===== src/rtl/pwr_seq_pkg.sv =====
package pwr_seq_pkg;
  typedef enum logic [1:0] {
    PS_OFF   = 2'd0,
    PS_RAMP  = 2'd1,
    PS_ON    = 2'd2,
    PS_DRAIN = 2'd3
  } pwr_state_t;

  localparam logic ADDR_CTRL  = 1'b0;
  localparam logic ADDR_DELAY = 1'b1;
endpackage


===== src/rtl/pwr_tick_gen.sv =====
module pwr_tick_gen #(
  parameter int TICK_DIV = 200000
) (
  input  logic clk,
  input  logic rst,
  output logic tick
);
  localparam int CW = (TICK_DIV > 2) ? $clog2(TICK_DIV) : 1;
  localparam logic [CW-1:0] LAST = CW'(TICK_DIV - 1);

  logic [CW-1:0] cnt;

  always_ff @(posedge clk) begin
    if (rst) begin
      cnt  <= '0;
      tick <= 1'b0;
    end else if (cnt == LAST) begin
      cnt  <= '0;
      tick <= 1'b1;
    end else begin
      cnt  <= cnt + 1'b1;
      tick <= 1'b0;
    end
  end
endmodule


===== src/rtl/pwr_idle_timer.sv =====
module pwr_idle_timer #(
  parameter int IDLE_MS = 360000
) (
  input  logic clk,
  input  logic rst,
  input  logic tick,
  input  logic active,
  input  logic clear,
  output logic expire
);
  localparam int CW = $clog2(IDLE_MS + 1);
  localparam logic [CW-1:0] LAST = CW'(IDLE_MS - 1);

  logic [CW-1:0] cnt;

  always_ff @(posedge clk) begin
    if (rst || !active || clear) begin
      cnt    <= '0;
      expire <= 1'b0;
    end else if (tick) begin
      if (cnt == LAST) begin
        cnt    <= '0;
        expire <= 1'b1;
      end else begin
        cnt    <= cnt + 1'b1;
        expire <= 1'b0;
      end
    end else begin
      expire <= 1'b0;
    end
  end
endmodule


===== src/rtl/pwr_rail_fsm.sv =====
module pwr_rail_fsm
  import pwr_seq_pkg::*;
#(
  parameter int SHUT_MS = 10,
  parameter int DW      = 16
) (
  input  logic          clk,
  input  logic          rst,
  input  logic          tick,
  input  logic          on_req,
  input  logic          off_req,
  input  logic [DW-1:0] rel_ms,
  output pwr_state_t    state,
  output logic          rail_en,
  output logic          periph_rst_n
);
  localparam logic [DW:0] SHUT_LIM = (DW+1)'(SHUT_MS);

  logic [DW-1:0] tmr;
  logic [DW:0]   tmr_nxt;

  assign tmr_nxt = {1'b0, tmr} + 1'b1;

  always_ff @(posedge clk) begin
    if (rst) begin
      state        <= PS_OFF;
      rail_en      <= 1'b0;
      periph_rst_n <= 1'b0;
      tmr          <= '0;
    end else begin
      case (state)
        PS_OFF: if (on_req) begin
          state   <= PS_RAMP;
          rail_en <= 1'b1;
          tmr     <= '0;
        end
        PS_RAMP: if (tick) begin
          if (tmr_nxt >= {1'b0, rel_ms}) begin
            state        <= PS_ON;
            periph_rst_n <= 1'b1;
          end else begin
            tmr <= tmr_nxt[DW-1:0];
          end
        end
        PS_ON: if (off_req) begin
          state        <= PS_DRAIN;
          periph_rst_n <= 1'b0;
          tmr          <= '0;
        end
        PS_DRAIN: if (tick) begin
          if (tmr_nxt >= SHUT_LIM) begin
            state   <= PS_OFF;
            rail_en <= 1'b0;
          end else begin
            tmr <= tmr_nxt[DW-1:0];
          end
        end
        default: state <= PS_OFF;
      endcase
    end
  end

  assert_rail_before_release_R2: assert property (@(posedge clk) disable iff (rst)
    $rose(rail_en) |-> !periph_rst_n);

  assert_release_on_live_rail_R3: assert property (@(posedge clk) disable iff (rst)
    $rose(periph_rst_n) |-> (rail_en && $past(rail_en)));

  assert_drop_after_reset_R5: assert property (@(posedge clk) disable iff (rst)
    $fell(rail_en) |-> (!periph_rst_n && !$past(periph_rst_n)));
endmodule


===== src/rtl/pwr_seq_ctrl.sv =====
module pwr_seq_ctrl
  import pwr_seq_pkg::*;
#(
  parameter int TICK_DIV       = 200000,
  parameter int IDLE_MS        = 360000,
  parameter int SHUT_MS        = 10,
  parameter int RELEASE_DEF_MS = 50,
  parameter int RW             = 16
) (
  input  logic          clk,
  input  logic          rst,
  input  logic          pwr_btn_n,
  input  logic          adapter_present,
  input  logic          key_strobe,
  input  logic          reg_wr,
  input  logic          reg_addr,
  input  logic [RW-1:0] reg_wdata,
  output logic [RW-1:0] reg_rdata,
  output logic          rail_en,
  output logic          periph_rst_n
);
  localparam logic [RW-1:0] REL_DEF = RW'(RELEASE_DEF_MS);

  logic       tick;
  logic       btn_q;
  logic       btn_evt;
  logic       auto_dis;
  logic       sw_off;
  logic [RW-1:0] rel_ms;
  logic       idle_exp;
  logic       idle_clr;
  pwr_state_t state;

  assign btn_evt  = btn_q && !pwr_btn_n;
  assign idle_clr = key_strobe || adapter_present || auto_dis;

  always_ff @(posedge clk) begin
    if (rst) begin
      btn_q    <= 1'b1;
      auto_dis <= 1'b0;
      sw_off   <= 1'b0;
      rel_ms   <= REL_DEF;
    end else begin
      btn_q  <= pwr_btn_n;
      sw_off <= 1'b0;
      if (reg_wr) begin
        if (reg_addr == ADDR_CTRL) begin
          auto_dis <= reg_wdata[0];
          sw_off   <= reg_wdata[1];
        end else begin
          rel_ms <= reg_wdata;
        end
      end
    end
  end

  always_ff @(posedge clk) begin
    if (rst) begin
      reg_rdata <= '0;
    end else if (reg_addr == ADDR_DELAY) begin
      reg_rdata <= rel_ms;
    end else begin
      reg_rdata <= '0;
      reg_rdata[0] <= auto_dis;
      reg_rdata[2] <= rail_en;
      reg_rdata[3] <= periph_rst_n;
      reg_rdata[4] <= adapter_present;
    end
  end

  pwr_tick_gen #(.TICK_DIV(TICK_DIV)) u_tick (
    .clk (clk),
    .rst (rst),
    .tick(tick)
  );

  pwr_idle_timer #(.IDLE_MS(IDLE_MS)) u_idle (
    .clk   (clk),
    .rst   (rst),
    .tick  (tick),
    .active(state == PS_ON),
    .clear (idle_clr),
    .expire(idle_exp)
  );

  pwr_rail_fsm #(.SHUT_MS(SHUT_MS), .DW(RW)) u_fsm (
    .clk         (clk),
    .rst         (rst),
    .tick        (tick),
    .on_req      (btn_evt),
    .off_req     (btn_evt || sw_off || idle_exp),
    .rel_ms      (rel_ms),
    .state       (state),
    .rail_en     (rail_en),
    .periph_rst_n(periph_rst_n)
  );

  assert_reset_needs_rail_R12: assert property (@(posedge clk) disable iff (rst)
    periph_rst_n |-> rail_en);

  assert_no_auto_off_on_adapter_R8: assert property (@(posedge clk) disable iff (rst)
    $past(adapter_present) |-> !idle_exp);
endmodule


===== config.mk =====
export PLATFORM = sky130hd
export DESIGN_NAME = pwr_seq_ctrl
export DESIGN_NICKNAME = d
export VERILOG_FILES = /design/src/rtl/pwr_seq_pkg.sv /design/src/rtl/pwr_tick_gen.sv /design/src/rtl/pwr_idle_timer.sv /design/src/rtl/pwr_rail_fsm.sv /design/src/rtl/pwr_seq_ctrl.sv
export SDC_FILE = /design/constraint.sdc
export NUM_CORES = 1
export LEC_CHECK = 0
export BUFFER_PORTS_ARGS = -buffer_cell sky130_fd_sc_hd__buf_4
export CAP_MARGIN = 15
export CORE_UTILIZATION = 25
export CTS_BUF_LIST = sky130_fd_sc_hd__clkbuf_8 sky130_fd_sc_hd__clkbuf_16
export CTS_CLUSTER_DIAMETER = 50
export DETAILED_ROUTE_END_ITERATION = 8
export HOLD_SLACK_MARGIN = 0.02
export MAX_ROUTING_LAYER = met4
export PLACE_DENSITY_LB_ADDON = 0.08
export SLEW_MARGIN = 10
export SYNTH_ARGS = -nofsm -noshare
export SYNTH_HDL_FRONTEND = slang
export SYNTH_SLANG_ARGS = --single-unit

===== constraint.sdc =====
create_clock -name clk -period 3.4 [get_ports clk]
set_clock_uncertainty 0.15 [all_clocks]
set_input_delay 0.34 -clock clk [delete_from_list [all_inputs] [get_ports clk]]
set_output_delay 0.34 -clock clk [all_outputs]
set_load 0.05 [all_outputs]

# Word-level counts from Yosys, hierarchy flattened
# Cells that the tools add are included.
[op_classes]
add_sub_neg = 3
order_cmp = 2
n_eq_ne = 13
mux = 26
bitwise_logic = 3
n_reduce_logical = 22
[op_table]
columns = ["cell", "count"]
rows = [
  ["$mux W16", 6],
  ["$pmux W16 S4", 1],
  ["$add A19 B1 Y19 const B", 1],
  ["$eq A19 B19 Y1 const B", 1],
  ["$mux W19", 1],
  ["$add A18 B1 Y18 const B", 1],
  ["$eq A18 B18 Y1 const B", 1],
  ["$add A16 B1 Y17 const B", 1],
  ["$ge A17 B16 Y1", 1],
  ["$ge A17 B4 Y1 const B", 1],
  ["$mux W2", 6],
  ["$reduce_and A6 Y1", 2],
  ["$ne A2 B2 Y1 const B", 5],
  ["$mux W1", 8],
  ["$pmux W2 S4", 1],
  ["$reduce_and A4 Y1", 2],
  ["$logic_or A1 B1 Y1", 6],
  ["$ne A2 B1 Y1 const B", 3],
  ["$reduce_or A2 Y1", 3],
  ["$mux W5", 1],
  ["$eq A2 B2 Y1 const B", 2],
  ["$pmux W1 S2", 2],
  ["$reduce_and A2 Y1", 2],
  ["$reduce_bool A2 Y1", 2],
  ["6 further kinds", 9],
]
[totals]
ff_bits = 94

# Logic depth before layout (Yosys ltp)
[logic_depth]
word_depth = 6
depth_mapped = 17
ltp_nobuf = 13

# By module
# A second synthesis with hierarchy kept.
[unflattened]
cells_unflattened = 591
hier_area_um2 = 5236.3
[modules_own_cells]
columns = ["module", "instances", "cells_per_inst", "area_per_inst_um2"]
rows = [
  ["pwr_rail_fsm", 1, 268, 2069.5],
  ["pwr_seq_ctrl", 1, 120, 1265.0],
  ["pwr_idle_timer", 1, 109, 1046.0],
  ["pwr_tick_gen", 1, 94, 855.8],
]

# Worst setup path after synthesis
# No wires, ideal clock.
[synth_path]
path_type = "reg-to-reg"
start = "register u_fsm.tmr[6]"
end = "register u_fsm.state[0]"
arrival_time_ns = 3.193
setup_slack_ns = -0.059
stages_incl_launch_ff = 16
period_less_slack_ns = 3.459
path_cell_list = "dfxtp_1 > clkbuf_2 > and4_1 > buf_2 > and2_1 > nand2_1 > xnor2_1 > ha_1 > or3b_2 > a32oi_1 > a311o_1 > o211a_1 > o21ai_0 > and3_1 > or4_1 > o211a_1"
[synth_via]
elab_chain_len = 4
word_cells_on_any_way = 6
cone_classes = "1 x add/sub; 2 x order compare; 2 x eq/ne; 1 x reduce/logical"
[synth_rtl]
columns = ["element", "line_no", "rtl"]
rows = [
  ["start, declared", "pwr_rail_fsm.sv:19", "logic [DW-1:0] tmr;"],
  ["start signal, assigned", "pwr_rail_fsm.sv:42", "tmr <= tmr_nxt[DW-1:0];"],
  ["start signal, assigned", "pwr_rail_fsm.sv:55", "tmr <= tmr_nxt[DW-1:0];"],
  ["$add A16 B1 Y17 *", "pwr_rail_fsm.sv:22", "assign tmr_nxt = {1'b0, tmr} + 1'b1;"],
  ["$ge A17 B4 Y1 or $ge A17 B16 Y1 (tied branches)", "pwr_rail_fsm.sv:51, pwr_rail_fsm.sv:38", ""],
  ["$ne A2 B1 Y1 (no source line)", "--", ""],
  ["$reduce_and A6 Y1 (no source line) *", "--", ""],
  ["end signal, assigned", "pwr_rail_fsm.sv:26", "state <= PS_OFF;"],
  ["end signal, assigned", "pwr_rail_fsm.sv:52", "state <= PS_OFF;"],
  ["end signal, assigned", "pwr_rail_fsm.sv:58", "default: state <= PS_OFF;"],
  ["end, declared", "pwr_rail_fsm.sv:13", "output pwr_state_t state,"],
]
# Mark *: on every way between the ends. The rest lies on a longest branch, timed or not.
# A chain may end at the register's enable or synchronous reset.

# Worst setup path after layout
[layout_path]
start = "register u_fsm.tmr[0]"
end = "register u_fsm.tmr[14]"
[layout_via]
elab_chain_len = 4
word_cells_on_any_way = 11
cone_classes = "1 x add/sub; 2 x order compare; 2 x eq/ne; 5 x mux; 1 x reduce/logical"
[layout_rtl]
columns = ["element", "line_no", "rtl"]
rows = [
  ["$add A16 B1 Y17 *", "pwr_rail_fsm.sv:22", ""],
  ["$ge A17 B4 Y1, or another cell as far along", "pwr_rail_fsm.sv:51", "if (tmr_nxt >= SHUT_LIM) begin"],
  ["$ne A2 B2 Y1 (no source line), or another cell as far along", "--", ""],
  ["$reduce_and A6 Y1 (no source line) or $pmux W16 S4 (tied branches)", "--", ""],
]
# Mark *: on every way between the ends. The rest lies on a longest branch, timed or not. The select of a mux whose other input is x is not followed.

==> results.py <==
metrics = {
    "outcome": {
        "status": "finished clean",
    },
    "layout": {
        "nFillCells": 1997,
        "utilization_pct": 33.35,
        "area_growth_pct": 30.59,
        "diodes": 0,
        "drive_gt1_share_pct": 24.05,
        "fin_nets": 699,
    },
    "die": {
        "die_x_um": 140.5,
        "rows": 50,
        "die_y_um": 140.5,
        "io_pins": 41,
        "initial_utilization_pct": 25.54,
        "core_area_um2": 18770,
        "dieArea_um2": 19730,
    },
    "worst_setup_path": {
        "rr_worst_depth": 14,
        "cp_cell_sequence": "and4_4, and2_4, nand2_4, xnor2_2, ha_1, or3b_4, a32oi_1, a311o_1, o211a_1, o211ai_1, buf_4, and4_4, o21ai_2, a32o_1",
        "crit_buf_inv": 1,
        "critical-path-max-stage-delay_ns": 0.37,
        "worstReg2RegStart": "u_fsm.tmr[0]",
        "critPathLaunchType": "register",
        "cp.depth": 14,
        "endpoint_kind": "register",
        "crit_family": "compound AO/OA/AOI/OAI gates",
        "rr_endpoint": "u_fsm.tmr[14]",
        "arrival_ns": 3.40,
        "path_class": "reg2reg",
        "reg2reg_slack_ns": 0.09,
        "crit_top_cell": "and4_4",
        "path_max_fanout": 5,
        "critPathRequiredTime_ns": 3.49,
        "critical_path.slowest_cell": "dfxtp_4",
    },
    "synthesis": {
        "syn_avg_cell_area_um2": 8.424,
        "ys_seq_elements": 94,
        "synth-edff-count": 0,
        "syn_area_um2": 4793,
        "yosys_warnings": 0,
        "yosysSeqAreaShare_pct": 39.26,
        "synth_cells": 569,
        "synth_nets": 614,
        "ys.flop_type": "dfxtp_1",
        "async_reset_ff_share_pct": 0,
        "yosysUniqueCellTypes": 62,
    },
    "global_route": {
        "grt_pass1_wl_um": 21560,
        "globalRouteOverflowTotal": 0,
        "grt_max_degree": 22,
        "antenna_found_initial": 0,
        "grt_pass1_vias": 4152,
        "grt_use_total_pct": 14.58,
    },
    "clock_network": {
        "cts_sinks": 94,
        "cts_tree": "built",
        "clk_latency_ns": 0.35,
        "root_buffer": "clkbuf_16",
        "cts-buffers-inserted": 9,
        "cts_max_level": 3,
        "clk_path_buf_depth": 2,
        "clk_pin_slew_ns": 0.07,
        "cts_hold_repair.buffers": 0,
    },
    "placement": {
        "gp_congestion": 0.8064,
        "portBuffers": 40,
        "dp_hpwl_um": 10140,
    },
    "sta": {
        "fin_tns_setup_ns": 0,
        "rsz0062_at_grt": "true",
        "drv_slew": 0,
        "min_period_over_period_pct": 97.26,
        "fin_crit_ns": 3.307,
        "timing.fmax_mhz": 302.4,
        "maxSlewHeadroom_pct": 28.24,
        "hold_ws_ns": 0.03732,
        "final-hold-violation-count": 0,
        "tightest_slew_ns": 1.067,
        "setup_violations": 0,
    },
    "detailed_routing": {
        "wire_per_inst_um": 15.67,
        "dr.pass1.iters": 4,
        "routed_via_density": 4.798,
        "remaining_drc_errors": 0,
        "num_vias": 4275,
        "routed_wl_um": 13970,
        "initialDrtViolationCount": 203,
        "drtAntennaViolNets": 0,
    },
    "power": {
        "leakage_nw": 2.530,
        "total_power_mw": 3.088,
        "ir_drop_uv": 189.7,
        "powerDensity_nw_per_um2": 493.3,
    },
    "worst_hold_path": {
        "hp-start": "pwr_btn_n",
        "min_delay_worst_endpoint": "btn_q",
        "hp-class": "in2reg",
        "whs_path_depth": 2,
    },
    "flow_run": {
        "cap_viol_max_count": 0,
    },
}
-- kinds of logic after synthesis --
group	Yosys count	share of synthesized area [%]
buffers and inverters	49	4.463
xor gates and xnor gates	48	8.770
muxes	11	2.297
adders and majority gates	22	5.743
AOI/OAI and AO/OA	85	11.69
and+or+nand+nor	260	27.77
DFF	94	39.26
-- placed cells by master (no fill, tap or decap), types with 9 or more instances in the layout --
cell type   n
buf_4      92
a21oi_1    22
xor2_1     22
ha_1       20
o21ai_0    14
nor2_1     61
and2_1     14
nand3_1    29
xnor2_1    22
clkbuf_16   9
nand2_1    70
and3_1     10
mux2i_1    10
dfxtp_1    87
inv_1      23
nand4_1    17
-- synth_stat cells (all sizes together), types with 2 or more instances --
cell / count / share of area, %
dfxtp: 94 / 39
nand2: 73 / 5.7
nor2: 62 / 4.9
nand3: 31 / 3.2
xnor2: 25 / 4.6
inv: 23 / 1.8
xor2: 23 / 4.2
a21oi: 22 / 2.3
ha: 22 / 5.7
o21ai: 21 / 2.2
clkbuf: 19 / 1.5
nand4: 17 / 2.2
and2: 16 / 2.1
and3: 12 / 1.6
mux2i: 11 / 2.3
buf: 7 / 1.1
nor2b: 7 / 0.91
nand2b: 6 / 0.78
nor4: 6 / 1.2
and4: 5 / 0.97
nor4b: 5 / 0.91
a21boi: 4 / 0.63
a21o: 4 / 0.63
o211ai: 4 / 0.63
o31ai: 4 / 0.63
or3: 4 / 0.52
a31o: 3 / 0.55
a31oi: 3 / 0.39
a32o: 3 / 0.63
a32oi: 3 / 0.55
nor3: 3 / 0.42
a211oi: 2 / 0.31
a311oi: 2 / 0.37
and4b: 2 / 0.42
nor3b: 2 / 0.31
o211a: 2 / 0.42
or2: 2 / 0.26
or4: 2 / 0.31
-- sequential cells by signal, summed over array words and instances (netlist names) --
signal,flops
u_idle.expire,1
u_fsm.periph_rst_n,1
u_fsm.tmr,16
u_fsm.rail_en,1
btn_q,1
u_tick.tick,1
auto_dis,1
sw_off,1
rel_ms,16
u_tick.cnt,18
u_fsm.state,2
reg_rdata,16
u_idle.cnt,19
-- what timing repair did --
action	in CTS	in global routing
setup endpoints to repair	2	19
cloned	0	3
buffers inserted	0	11
pin swaps	2	24
gates resized for setup	4	50
-- where the power goes --
part / switching (mW) / leakage (nW) / internal, mW / total, mW
Sequential: 0.0361 / 0.767 / 1.14 / 1.18
Combinational: 0.454 / 1.60 / 0.322 / 0.776
Clock: 0.427 / 0.161 / 0.708 / 1.13
Total: 0.917 / 2.53 / 2.17 / 3.09
-- routing by layer --
| layer | vias up | track usage (%) | routed length (um) |
|---|---|---|---|
| met3 | 10 | 2.462 | 457 |
| met1 | 2037 | 17.72 | 6450 |
| met4 | 0 | 4.691 | 180 |
| met2 | 79 | 24.53 | 6876 |
| li1 | 2149 | - | - |
| met5 | - | - | 0 |
-- worst max-delay path by stage --
stage	to	slack, ns	from
2_1_floorplan	u_fsm.state[0]	-0.03	u_fsm.tmr[6]
5_1_grt	u_fsm.tmr[6]	-0.04	u_fsm.tmr[0]
3_5_place_dp	u_fsm.periph_rst_n	-0.01	u_fsm.tmr[0]
3_3_place_gp	u_fsm.periph_rst_n	-0.02	u_fsm.tmr[1]
6_report	u_fsm.tmr[14]	0.09	u_fsm.tmr[0]
4_1_cts	u_fsm.state[0]	0.02	u_fsm.tmr[0]
-- per-stage QoR --
step                instances  setup slack, ns  area [um^2]
floorplan                 569         -0.03413         4801
global placement          863         -0.02263         5612
detailed placement        863         -0.01170         5612
CTS                       877          0.01662         5943
global route              891         -0.04373         6260
finish                    891          0.09327         6260
-- final cells by class --
class                      count  area (um^2)  share of cell area, %
multi-input combinational    429         2913                  46.53
inverter                      23        86.33                  1.379
clock inverter                 5        100.1                  1.599
sequential                    94         1896                  30.28
clock buffer                   9        225.2                  3.598
tap                          234        292.8                  4.677
timing repair buffer          97        747.0                  11.93
(Power assumes the default switching activity.)
